--- src/rtl/dms_pkg.sv ---
package dms_pkg;

  // Prescaler base modulus P for the selected mode.
  function automatic int base_mod(input logic lo, input int p_hi, input int p_lo);
    return lo ? p_lo : p_hi;
  endfunction

  // Swallow count as the selected mode reads the field.
  function automatic int eff_swallow(input int a, input logic lo, input int p_hi, input int p_lo);
    return a % base_mod(lo, p_hi, p_lo);
  endfunction

  // Total division ratio N = M*P + A.
  function automatic int total_ratio(input int m, input int a, input logic lo,
                                     input int p_hi, input int p_lo);
    return m * base_mod(lo, p_hi, p_lo) + eff_swallow(a, lo, p_hi, p_lo);
  endfunction

  // Legality: swallow count within main count and ratio above the mode floor.
  function automatic logic word_ok(input int m, input int a, input logic lo,
                                   input int p_hi, input int p_lo,
                                   input int nmin_hi, input int nmin_lo);
    int floor_n;
    floor_n = lo ? nmin_lo : nmin_hi;
    return (eff_swallow(a, lo, p_hi, p_lo) <= m) &&
           (total_ratio(m, a, lo, p_hi, p_lo) >= floor_n);
  endfunction

endpackage

--- src/rtl/dms_word_gate.sv ---
module dms_word_gate #(
  parameter int M_W      = 15,
  parameter int A_W      = 4,
  parameter int P_HI     = 16,
  parameter int P_LO     = 8,
  parameter int NMIN_HI  = 256,
  parameter int NMIN_LO  = 56,
  parameter int RST_M    = 16,
  parameter int RST_A    = 0,
  parameter bit RST_LO   = 1'b0
) (
  input  logic           clk,
  input  logic           rst_n,
  input  logic [M_W-1:0] in_m,
  input  logic [A_W-1:0] in_a,
  input  logic           in_lo,
  input  logic           end_evt,
  output logic           legal,
  output logic [M_W-1:0] act_m,
  output logic [A_W-1:0] act_a,
  output logic           act_lo,
  output logic [M_W-1:0] nxt_m,
  output logic [A_W-1:0] nxt_a,
  output logic           nxt_lo
);
  logic [A_W-1:0] in_a_eff;
  logic           act_ok;

  assign legal    = dms_pkg::word_ok(int'(in_m), int'(in_a), in_lo,
                                     P_HI, P_LO, NMIN_HI, NMIN_LO);
  assign in_a_eff = A_W'(dms_pkg::eff_swallow(int'(in_a), in_lo, P_HI, P_LO));

  // Word to be used from the next output cycle on.
  always_comb begin
    if (legal) begin
      nxt_m  = in_m;
      nxt_a  = in_a_eff;
      nxt_lo = in_lo;
    end else begin
      nxt_m  = act_m;
      nxt_a  = act_a;
      nxt_lo = act_lo;
    end
  end

  always_ff @(posedge clk) begin
    if (!rst_n) begin
      act_m  <= M_W'(RST_M);
      act_a  <= A_W'(RST_A);
      act_lo <= RST_LO;
    end else if (end_evt) begin
      act_m  <= nxt_m;
      act_a  <= nxt_a;
      act_lo <= nxt_lo;
    end
  end

  assign act_ok = dms_pkg::word_ok(int'(act_m), int'(act_a), act_lo,
                                   P_HI, P_LO, NMIN_HI, NMIN_LO);


  word_switch_chk: assert property (@(posedge clk) disable iff (!rst_n)
    !$stable({act_m, act_a, act_lo}) |-> $past(end_evt));


  active_legal_chk: assert property (@(posedge clk) disable iff (!rst_n) act_ok);

endmodule

--- src/rtl/dms_prescaler.sv ---
module dms_prescaler #(
  parameter int P_HI   = 16,
  parameter int P_LO   = 8,
  parameter int PC_W   = 5,
  parameter bit RST_LO = 1'b0,
  parameter bit RST_HI = 1'b0
) (
  input  logic clk,
  input  logic rst_n,
  input  logic reload_lo,
  input  logic reload_hi,
  output logic tick
);
  logic [PC_W-1:0] pre_cnt;

  // Down-count start value for a prescaler cycle of P or P+1 input cycles.
  function automatic logic [PC_W-1:0] span(input logic lo, input logic hi);
    return PC_W'(dms_pkg::base_mod(lo, P_HI, P_LO) + (hi ? 1 : 0) - 1);
  endfunction

  assign tick = (pre_cnt == '0);

  always_ff @(posedge clk) begin
    if (!rst_n)
      pre_cnt <= span(RST_LO, RST_HI);
    else if (tick)
      pre_cnt <= span(reload_lo, reload_hi);
    else
      pre_cnt <= pre_cnt - 1'b1;
  end


  pre_range_chk: assert property (@(posedge clk) disable iff (!rst_n)
    int'(pre_cnt) <= P_HI);

endmodule

--- src/rtl/dms_swallow_ctr.sv ---
module dms_swallow_ctr #(
  parameter int M_W   = 15,
  parameter int A_W   = 4,
  parameter int RST_M = 16,
  parameter int RST_A = 0
) (
  input  logic           clk,
  input  logic           rst_n,
  input  logic           tick,
  input  logic           act_lo,
  input  logic [M_W-1:0] nxt_m,
  input  logic [A_W-1:0] nxt_a,
  input  logic           nxt_lo,
  output logic           end_evt,
  output logic           mod_hi,
  output logic           reload_lo,
  output logic           reload_hi
);
  logic [M_W-1:0] m_cnt;
  logic [A_W-1:0] a_cnt;

  assign end_evt = tick && (m_cnt == M_W'(1));
  assign mod_hi  = (a_cnt != '0);

  // Modulus of the prescaler cycle that starts after this edge.
  always_comb begin
    if (end_evt) begin
      reload_hi = (nxt_a != '0);
      reload_lo = nxt_lo;
    end else begin
      reload_hi = (a_cnt > A_W'(1));
      reload_lo = act_lo;
    end
  end

  always_ff @(posedge clk) begin
    if (!rst_n) begin
      m_cnt <= M_W'(RST_M);
      a_cnt <= A_W'(RST_A);
    end else if (end_evt) begin
      m_cnt <= nxt_m;
      a_cnt <= nxt_a;
    end else if (tick) begin
      m_cnt <= m_cnt - 1'b1;
      if (a_cnt != '0) a_cnt <= a_cnt - 1'b1;
    end
  end


  swallow_done_chk: assert property (@(posedge clk) disable iff (!rst_n)
    end_evt |-> (a_cnt == '0) || (a_cnt == A_W'(1) && m_cnt == M_W'(1)));


  main_nonzero_chk: assert property (@(posedge clk) disable iff (!rst_n)
    m_cnt != '0);

endmodule

--- src/rtl/dms_divider.sv ---
module dms_divider #(
  parameter int M_W     = 15,
  parameter int A_W     = 4,
  parameter int P_HI    = 16,
  parameter int P_LO    = 8,
  parameter int NMIN_HI = 256,
  parameter int NMIN_LO = 56,
  parameter int RST_M   = 16,
  parameter int RST_A   = 0,
  parameter bit RST_LO  = 1'b0
) (
  input  logic           clk,
  input  logic           rst_n,
  input  logic [M_W-1:0] word_m,
  input  logic [A_W-1:0] word_a,
  input  logic           word_lo,
  output logic           word_legal,
  output logic           div_out,
  output logic           mod_hi
);
  localparam int PC_W      = $clog2(P_HI + 2);
  localparam int RST_A_EFF = dms_pkg::eff_swallow(RST_A, RST_LO, P_HI, P_LO);
  localparam bit RST_HI    = (RST_A_EFF != 0);

  logic           tick, end_evt, reload_lo, reload_hi;
  logic [M_W-1:0] act_m, nxt_m;
  logic [A_W-1:0] act_a, nxt_a;
  logic           act_lo, nxt_lo;

  dms_word_gate #(
    .M_W(M_W), .A_W(A_W), .P_HI(P_HI), .P_LO(P_LO),
    .NMIN_HI(NMIN_HI), .NMIN_LO(NMIN_LO),
    .RST_M(RST_M), .RST_A(RST_A_EFF), .RST_LO(RST_LO)
  ) u_gate (
    .clk(clk), .rst_n(rst_n),
    .in_m(word_m), .in_a(word_a), .in_lo(word_lo),
    .end_evt(end_evt), .legal(word_legal),
    .act_m(act_m), .act_a(act_a), .act_lo(act_lo),
    .nxt_m(nxt_m), .nxt_a(nxt_a), .nxt_lo(nxt_lo)
  );

  dms_swallow_ctr #(
    .M_W(M_W), .A_W(A_W), .RST_M(RST_M), .RST_A(RST_A_EFF)
  ) u_ctr (
    .clk(clk), .rst_n(rst_n), .tick(tick), .act_lo(act_lo),
    .nxt_m(nxt_m), .nxt_a(nxt_a), .nxt_lo(nxt_lo),
    .end_evt(end_evt), .mod_hi(mod_hi),
    .reload_lo(reload_lo), .reload_hi(reload_hi)
  );

  dms_prescaler #(
    .P_HI(P_HI), .P_LO(P_LO), .PC_W(PC_W), .RST_LO(RST_LO), .RST_HI(RST_HI)
  ) u_pre (
    .clk(clk), .rst_n(rst_n),
    .reload_lo(reload_lo), .reload_hi(reload_hi), .tick(tick)
  );

  assign div_out = end_evt;


  pulse_width_chk: assert property (@(posedge clk) disable iff (!rst_n)
    div_out |=> !div_out);


  mod_drop_chk: assert property (@(posedge clk) disable iff (!rst_n)
    $fell(mod_hi) |-> $past(tick));

endmodule

--- config.mk ---
export PLATFORM = sky130hd
export DESIGN_NAME = dms_divider
export DESIGN_NICKNAME = d
export VERILOG_FILES = /design/src/rtl/dms_pkg.sv /design/src/rtl/dms_word_gate.sv /design/src/rtl/dms_prescaler.sv /design/src/rtl/dms_swallow_ctr.sv /design/src/rtl/dms_divider.sv
export SDC_FILE = /design/constraint.sdc
export NUM_CORES = 1
export LEC_CHECK = 0
export BUFFER_PORTS_ARGS = -buffer_cell sky130_fd_sc_hd__buf_2
export CAP_MARGIN = 20
export CORE_MARGIN = 2
export CORE_UTILIZATION = 55
export CTS_CLUSTER_DIAMETER = 60
export DETAILED_ROUTE_END_ITERATION = 10
export PLACE_DENSITY = 0.74
export RECOVER_POWER = 100
export REMOVE_ABC_BUFFERS = 1
export SYNTH_ARGS = -nofsm -noshare
export SYNTH_HDL_FRONTEND = slang
export SYNTH_SLANG_ARGS = --single-unit
--- constraint.sdc ---
create_clock -name clk -period 76.3 [get_ports clk]
set_input_delay 15.26 -clock clk [delete_from_list [all_inputs] [get_ports clk]]
set_output_delay 15.26 -clock clk [all_outputs]
set_load 0.01 [all_outputs]
==> metrics.txt, run 1 <==
Vert. Die Dim roughly 190 um; synthesized area per cell 6.96 um^2; n_diodes 0; HP Class flip-flop to flip-flop; Skew-Pair Late Insertion Delay around 0.29 ns; Final Max Tran Viols 0; initial detailed-routing violation count 1,760; Synth top area share approximately 7.1%; fillers roughly 3,200; Clock transition at path regs approximately 0.060 ns; cell area after synthesis 18,200 um^2; YS warnings 0; count of final setup violators 0; Yosys reg bits 44; worst slew pin tran around 1.3 ns; ys flop type dfxtp_1; clock sink count between 40 and 50; Commonest cells post-synth 301 x nor2_1, 208 x nand2_1, 161 x a21oi_1, 125 x nor3_1, 119 x o21ai_0; count leader, synth nor2_1; Slew headroom between 10% and 20%; crit path max fanout 11; Root Buffer clkbuf_16; Setup CP Type input port to output port; Util after Layout between 60% and 70%; Highest Clock Rate ~14 MHz; Post-synth EDFFs 0; CTS Buffer Depth 2; register area share after synthesis between 4 and 5%; largest net degree at the start of global routing 54; max cap viols 0; RePlAce Congestion ~0.97; Area growth syn-to-layout 12.1%; Routed Antenna Nets 0; initial antenna violation count 0; Worst path max stage delay approximately 0.55 ns; Remaining Overflow, GRT 0; DP HPWL slightly below 50,000 um; core area 32,500 um^2; Async S/R FF share, synth 0%; Final Critical Period around 74 ns; first-pass GRT wire length 96,700 um; status complete, no violations; vias between 20,000 and 25,000; CP arrival between 50 and 60 ns; IO Count 25; area of the multi-input gates roughly 17,000 um^2; CTS tree built; CP Capture Type output port; share of layout cells above drive strength 1 16.6%; routed vias/inst 6.63; setup TNS 0 ns; IO buf count 24; cts bufs inserted 5; Final #Nets around 2,900; Die X between 150 and 200 um; Initial Util roughly 56%; FP Rows 66; Distinct cells, synth 150; Mapped Cells 2,608; Synth area leader ha_1; per-cell routed wire length between 15 and 20 um; clk_skew 0.00690 ns; vias in the first global route 19,566; drc violations 0; crit share post-route a little over nine tenths; Total Wirelength around 60,000 um; Most Frequent Cell on Critical Path ha_1; Total GRT Usage 33.4%; CP Data Required Time between 60 and 70 ns; CP max stage cell or4_4; die area approximately 34,000 um^2; H-tree Lvls 2; type of origin of the critical path input port; register area a little under 900 um^2; First-pass DRT Iterations 5; Post-CTS Hold Buffers 0; Area contributors post-synth ha_1 7.1%, nor2_1 6.2%, dfxtp_1 4.9%, xnor2_1 4.5%, a21oi_1 4.4%; Hold Violations, Final 0
## worst max-delay path: cells and delay by family
kind	cells	cell delay (ns)
adders and majority gates	27	8.28
buffers and inverters	8	0.72
xor gates and xnor gates	1	0.20
AOI/OAI and AO/OA	71	11.91
and+or+nand+nor	117	21.83
## placed cells by master, fill, tap and decap left out, types with 19 or more instances in the layout
master and count:
a21oi_1 156, a211oi_1 33, xnor2_1 94, or4_1 19, dfxtp_1 44, a21o_1 37, mux2_2 21, and2_1 53
o21ai_1 35, xor2_1 45, mux2i_1 69, inv_1 79, and3_1 44, o211ai_1 37, ha_1 103, nand2_1 206
o21ai_0 116, or2_2 42, buf_4 168, nand3_1 104, a31oi_1 40, or2_1 20, nor2_1 281, or3_1 30
buf_2 22, nor3_1 115, o31ai_1 21, o21a_1 68, nand2b_1 29, nor4_1 32, nand4_1 49, conb_1 39
## timing repair
item,in CTS,in global routing
pin swaps,6,31
setup buffers,6,39
gates resized for setup,21,77
endpoints found under the setup margin,1,1
## routing by layer
layer  wire, um  GRT usage [%]
met1      26500           43.5
met2      28500           58.1
met3       3190           2.70
met4       1820           10.3
met5          0              0
## worst paths after layout
check	startpoint	endpoint	slack [ns]	cells after the start
worst min register to register	u_gate.act_m[4]$_SDFFE_PN1P_	u_gate.act_m[4]$_SDFFE_PN1P_	0.47	2
worst max register to register	u_pre.pre_cnt[0]$_SDFF_PN1_	u_pre.pre_cnt[4]$_SDFF_PN0_	72.14	14
worst min-delay path	u_gate.act_m[4]$_SDFFE_PN1P_	u_gate.act_m[4]$_SDFFE_PN1P_	0.47	2
worst max-delay path	word_lo	word_legal	2.76	224
## final cells by class
class | count | area share (%)
repair buffers | 194 | 6.85
well taps | 442 | 2.72
multi-input cells | 2449 | 83.9
inverters | 80 | 1.48
clock inverters | 2 | 0.0492
flip-flops and latches | 44 | 4.33
clock buffers | 6 | 0.682
## kinds of logic (layout without fill, tap and decap cells)
family                     Yosys count  after routing  share of synthesized area [%]
and+or+nand+nor                   1215           1215                           36.4
muxes                               94             94                           5.38
AOI/OAI and AO/OA                  842            842                           33.5
DFF                                 44             44                           4.85
xor gates and xnor gates           142            142                           6.97
other                                2             39                         0.0414
buffers and inverters              152            282                           4.24
adders and majority gates          117            117                           8.59
## per-stage QoR
stage	hold WS, ns	cells	area, um^2	setup WS, ns
floorplan	0.432	2573	17800	-3.13
global placement	0.448	3164	19400	-0.993
detailed placement	0.454	3164	19400	-2.88
CTS	0.470	3178	19700	0.111
global route	0.496	3217	20400	-0.277
finish	0.472	3217	20400	2.76
## sequential cells by signal, summed over array words and instances, names as in the netlist
| signal | flops |
|---|---|
| u_ctr.a_cnt | 4 |
| u_pre.pre_cnt | 5 |
| u_gate.act_a | 4 |
| u_gate.act_m | 15 |
| u_gate.act_lo | 1 |
| u_ctr.m_cnt | 15 |
Power of run 1 is not shown: default switching activity piles up to over one toggle a cycle in this logic, so the estimate is an artifact.
==> run 2, diff against run 1 <==
--- a/constraint.sdc
+++ b/constraint.sdc
@@ -3,2 +3,2 @@
 set_output_delay 15.26 -clock clk [all_outputs]
-set_load 0.01 [all_outputs]
+set_load 0.02 [all_outputs]
==> run 2 against run 1 <==
Compared with the run above: first-iteration DRC count up 11%; register-to-register slack got worse by 0.04 ns; critical endpoint unchanged; sequential cell count did not move; hold slack got worse by 0.0053 ns; core utilization increased by 0.085 points; worst setup slack worse by 0.50 ns; clock skew is 0.0014 ns lower; sequential share of layout area about the same; maximum frequency shrank 0.67%; critical path depth shrank 3; count of clock-buffer cells in the layout decreased by 1; final cell count about the same; largest cell class unchanged.
==> metrics.txt, run 2 (same netlist as run 1, synthesis figures left out) <==
status complete, no violations; CP Depth 221 (-1.3%); Initial Util 55.8% (unchanged); Die X 186 um (unchanged); share of layout cells above drive strength 1 16.6% (+0.024 points); CP Capture Type output port; n_diodes 0 (unchanged); Total Wirelength 60,200 um (+0.39%); fillers 3,112 (-1.5%); biggest regs u_ctr.m_cnt x15, u_gate.act_m x15, u_pre.pre_cnt x5; Worst path max stage delay 0.66 ns (+0.11 ns); Slew headroom 9.60% (-5.6 points); type of origin of the critical path input port; Final Critical Period 74.04 ns (+0.498 ns); die area 34,500 um^2 (unchanged); per-cell routed wire length 18.7 um (+0.32%); crit path buf inv count 11 (+3); Worst Reg-to-Reg Cells 14 (unchanged); cts bufs inserted 5 (unchanged); Most Frequent Cell on Critical Path ha_1; worst slew pin tran 1.36 ns (+0.0838 ns); Setup CP Type input port to output port; Root Buffer clkbuf_16; RePlAce Congestion 0.953 (-1.5%); initial antenna violation count 0 (unchanged); crit share post-route 97.0% (+0.65 points); Hold Violations, Final 0 (unchanged); Routed Antenna Nets 0 (unchanged); vias 21,403 (+0.36%); Post-CTS Hold Buffers 0 (unchanged); CP arrival 58.78 ns (+0.50 ns); clk_skew 0.00550 ns (-0.00140 ns); Highest Clock Rate 13.5 MHz (-0.67%); Vert. Die Dim 186 um (unchanged); Total GRT Usage 33.5% (+0.097 points); CTS tree built; routed vias/inst 6.65 (+0.29%); drc violations 0 (unchanged); initial detailed-routing violation count 1,949 (+11%); HP Class flip-flop to flip-flop; Final #Nets 2,915 (+0.10%); max cap viols 0 (unchanged); Skew-Pair Late Insertion Delay 0.29 ns (about the same); CP max stage cell or4_1; RR Startpoint u_pre.pre_cnt[0]$_SDFF_PN1_; delay-heaviest family, CP simple AND/OR/NAND/NOR gates; clock sink count 44 (unchanged); FP Rows 66 (unchanged); Placed Cells 3,172 (+0.25%); IO Count 25 (unchanged); First-pass DRT Iterations 6 (+1); CP Data Required Time 61.04 ns (about the same); count of final setup violators 0 (unchanged); largest net degree at the start of global routing 54 (unchanged); Area growth syn-to-layout 12.2%; commonest non-fill, non-tap cell in the layout nor2_1; CTS Buffer Depth 2 (unchanged); Remaining Overflow, GRT 0 (unchanged); min-delay src u_gate.act_m[4]$_SDFFE_PN1P_; hold path endpoint u_gate.act_m[4]$_SDFFE_PN1P_; first-pass GRT wire length 97,500 um (+0.84%); R2R setup slack 72.10 ns (-0.04 ns); Clock transition at path regs 0.06 ns (about the same); final cell count without fillers 3,219 (+0.062%); WHS Path Cells 2 (unchanged); Final Max Tran Viols 0 (unchanged); leading cell types in the layout, fill and taps excluded 283 x nor2_1, 207 x nand2_1, 170 x buf_4; DP HPWL 48,400 um (+0.61%); FF-to-FF End u_pre.pre_cnt[4]$_SDFF_PN0_; H-tree Lvls 2 (unchanged); IO buf count 24 (unchanged); crit path max fanout 12 (+1); core area 32,500 um^2 (unchanged); vias in the first global route 19,679 (+0.58%)
run 2: repair_timing:
item,4_1_cts,5_1_grt
setup buffers,6,33
pin swaps,5,29
endpoints found under the hold margin,0,0
gates cloned,0,0
gates resized for setup,20,78
endpoints found under the setup margin,1,1
run 2: per-layer routing:
metal	wire [um]	vias up	part of all wire, %	GRT usage, %
li1	-	10333	-	-
met1	26200	10072	44	43.9
met2	28700	851	48	58.8
met3	3580	147	5.9	2.19
met4	1690	0	2.8	9.48
met5	0	-	0	0
run 2: how the worst max path moves through the flow:
stage | slack [ns] | from | endpoint
after detailed placement | -2.94 | word_lo | word_legal
after global placement | -0.94 | word_lo | word_legal
final | 2.26 | word_lo | word_legal
after CTS | 0.12 | word_lo | word_legal
after floorplan | -3.15 | word_lo | word_legal
after global routing | -0.55 | word_lo | word_legal
run 2: metrics by stage:
stage / utilization [%] / TNS (ns) / setup WS, ns / instance area, um^2 / hold WS [ns]
finish: 62.6 / 0 / 2.26 / 20400 / 0.467
CTS: 60.7 / 0 / 0.120 / 19800 / 0.468
global placement: 60.0 / -0.943 / -0.943 / 19500 / 0.447
global route: 62.6 / -0.547 / -0.547 / 20400 / 0.504
detailed placement: 60.0 / -2.94 / -2.94 / 19500 / 0.453
floorplan: - / -3.15 / -3.15 / 17800 / 0.432
run 2: cell type report:
class,count,area [um^2],area share [%]
flip-flops and latches,44,881,4.32
inverters,80,300,1.47
clock inverters,2,12.5,0.0614
well taps,442,553,2.71
multi-input cells,2449,17100,83.8
clock buffers,5,125,0.614
repair buffers,197,1420,6.97
run 2: worst register-to-register path, stage by stage, from the launching register on:
cell      delay (ns)
dfxtp_1         0.31
inv_1           0.07
ha_1            0.16
nand2b_1        0.12
or3_1           0.64
nor3_1          0.36
nand2_1         0.39
clkinv_1        0.15
buf_4           0.41
o41ai_1         0.18
mux2i_1         0.34
nand2b_1        0.16
ha_1            0.14
or4b_2          0.57
a21boi_0        0.15
Power of run 2 is left out for the same reason.
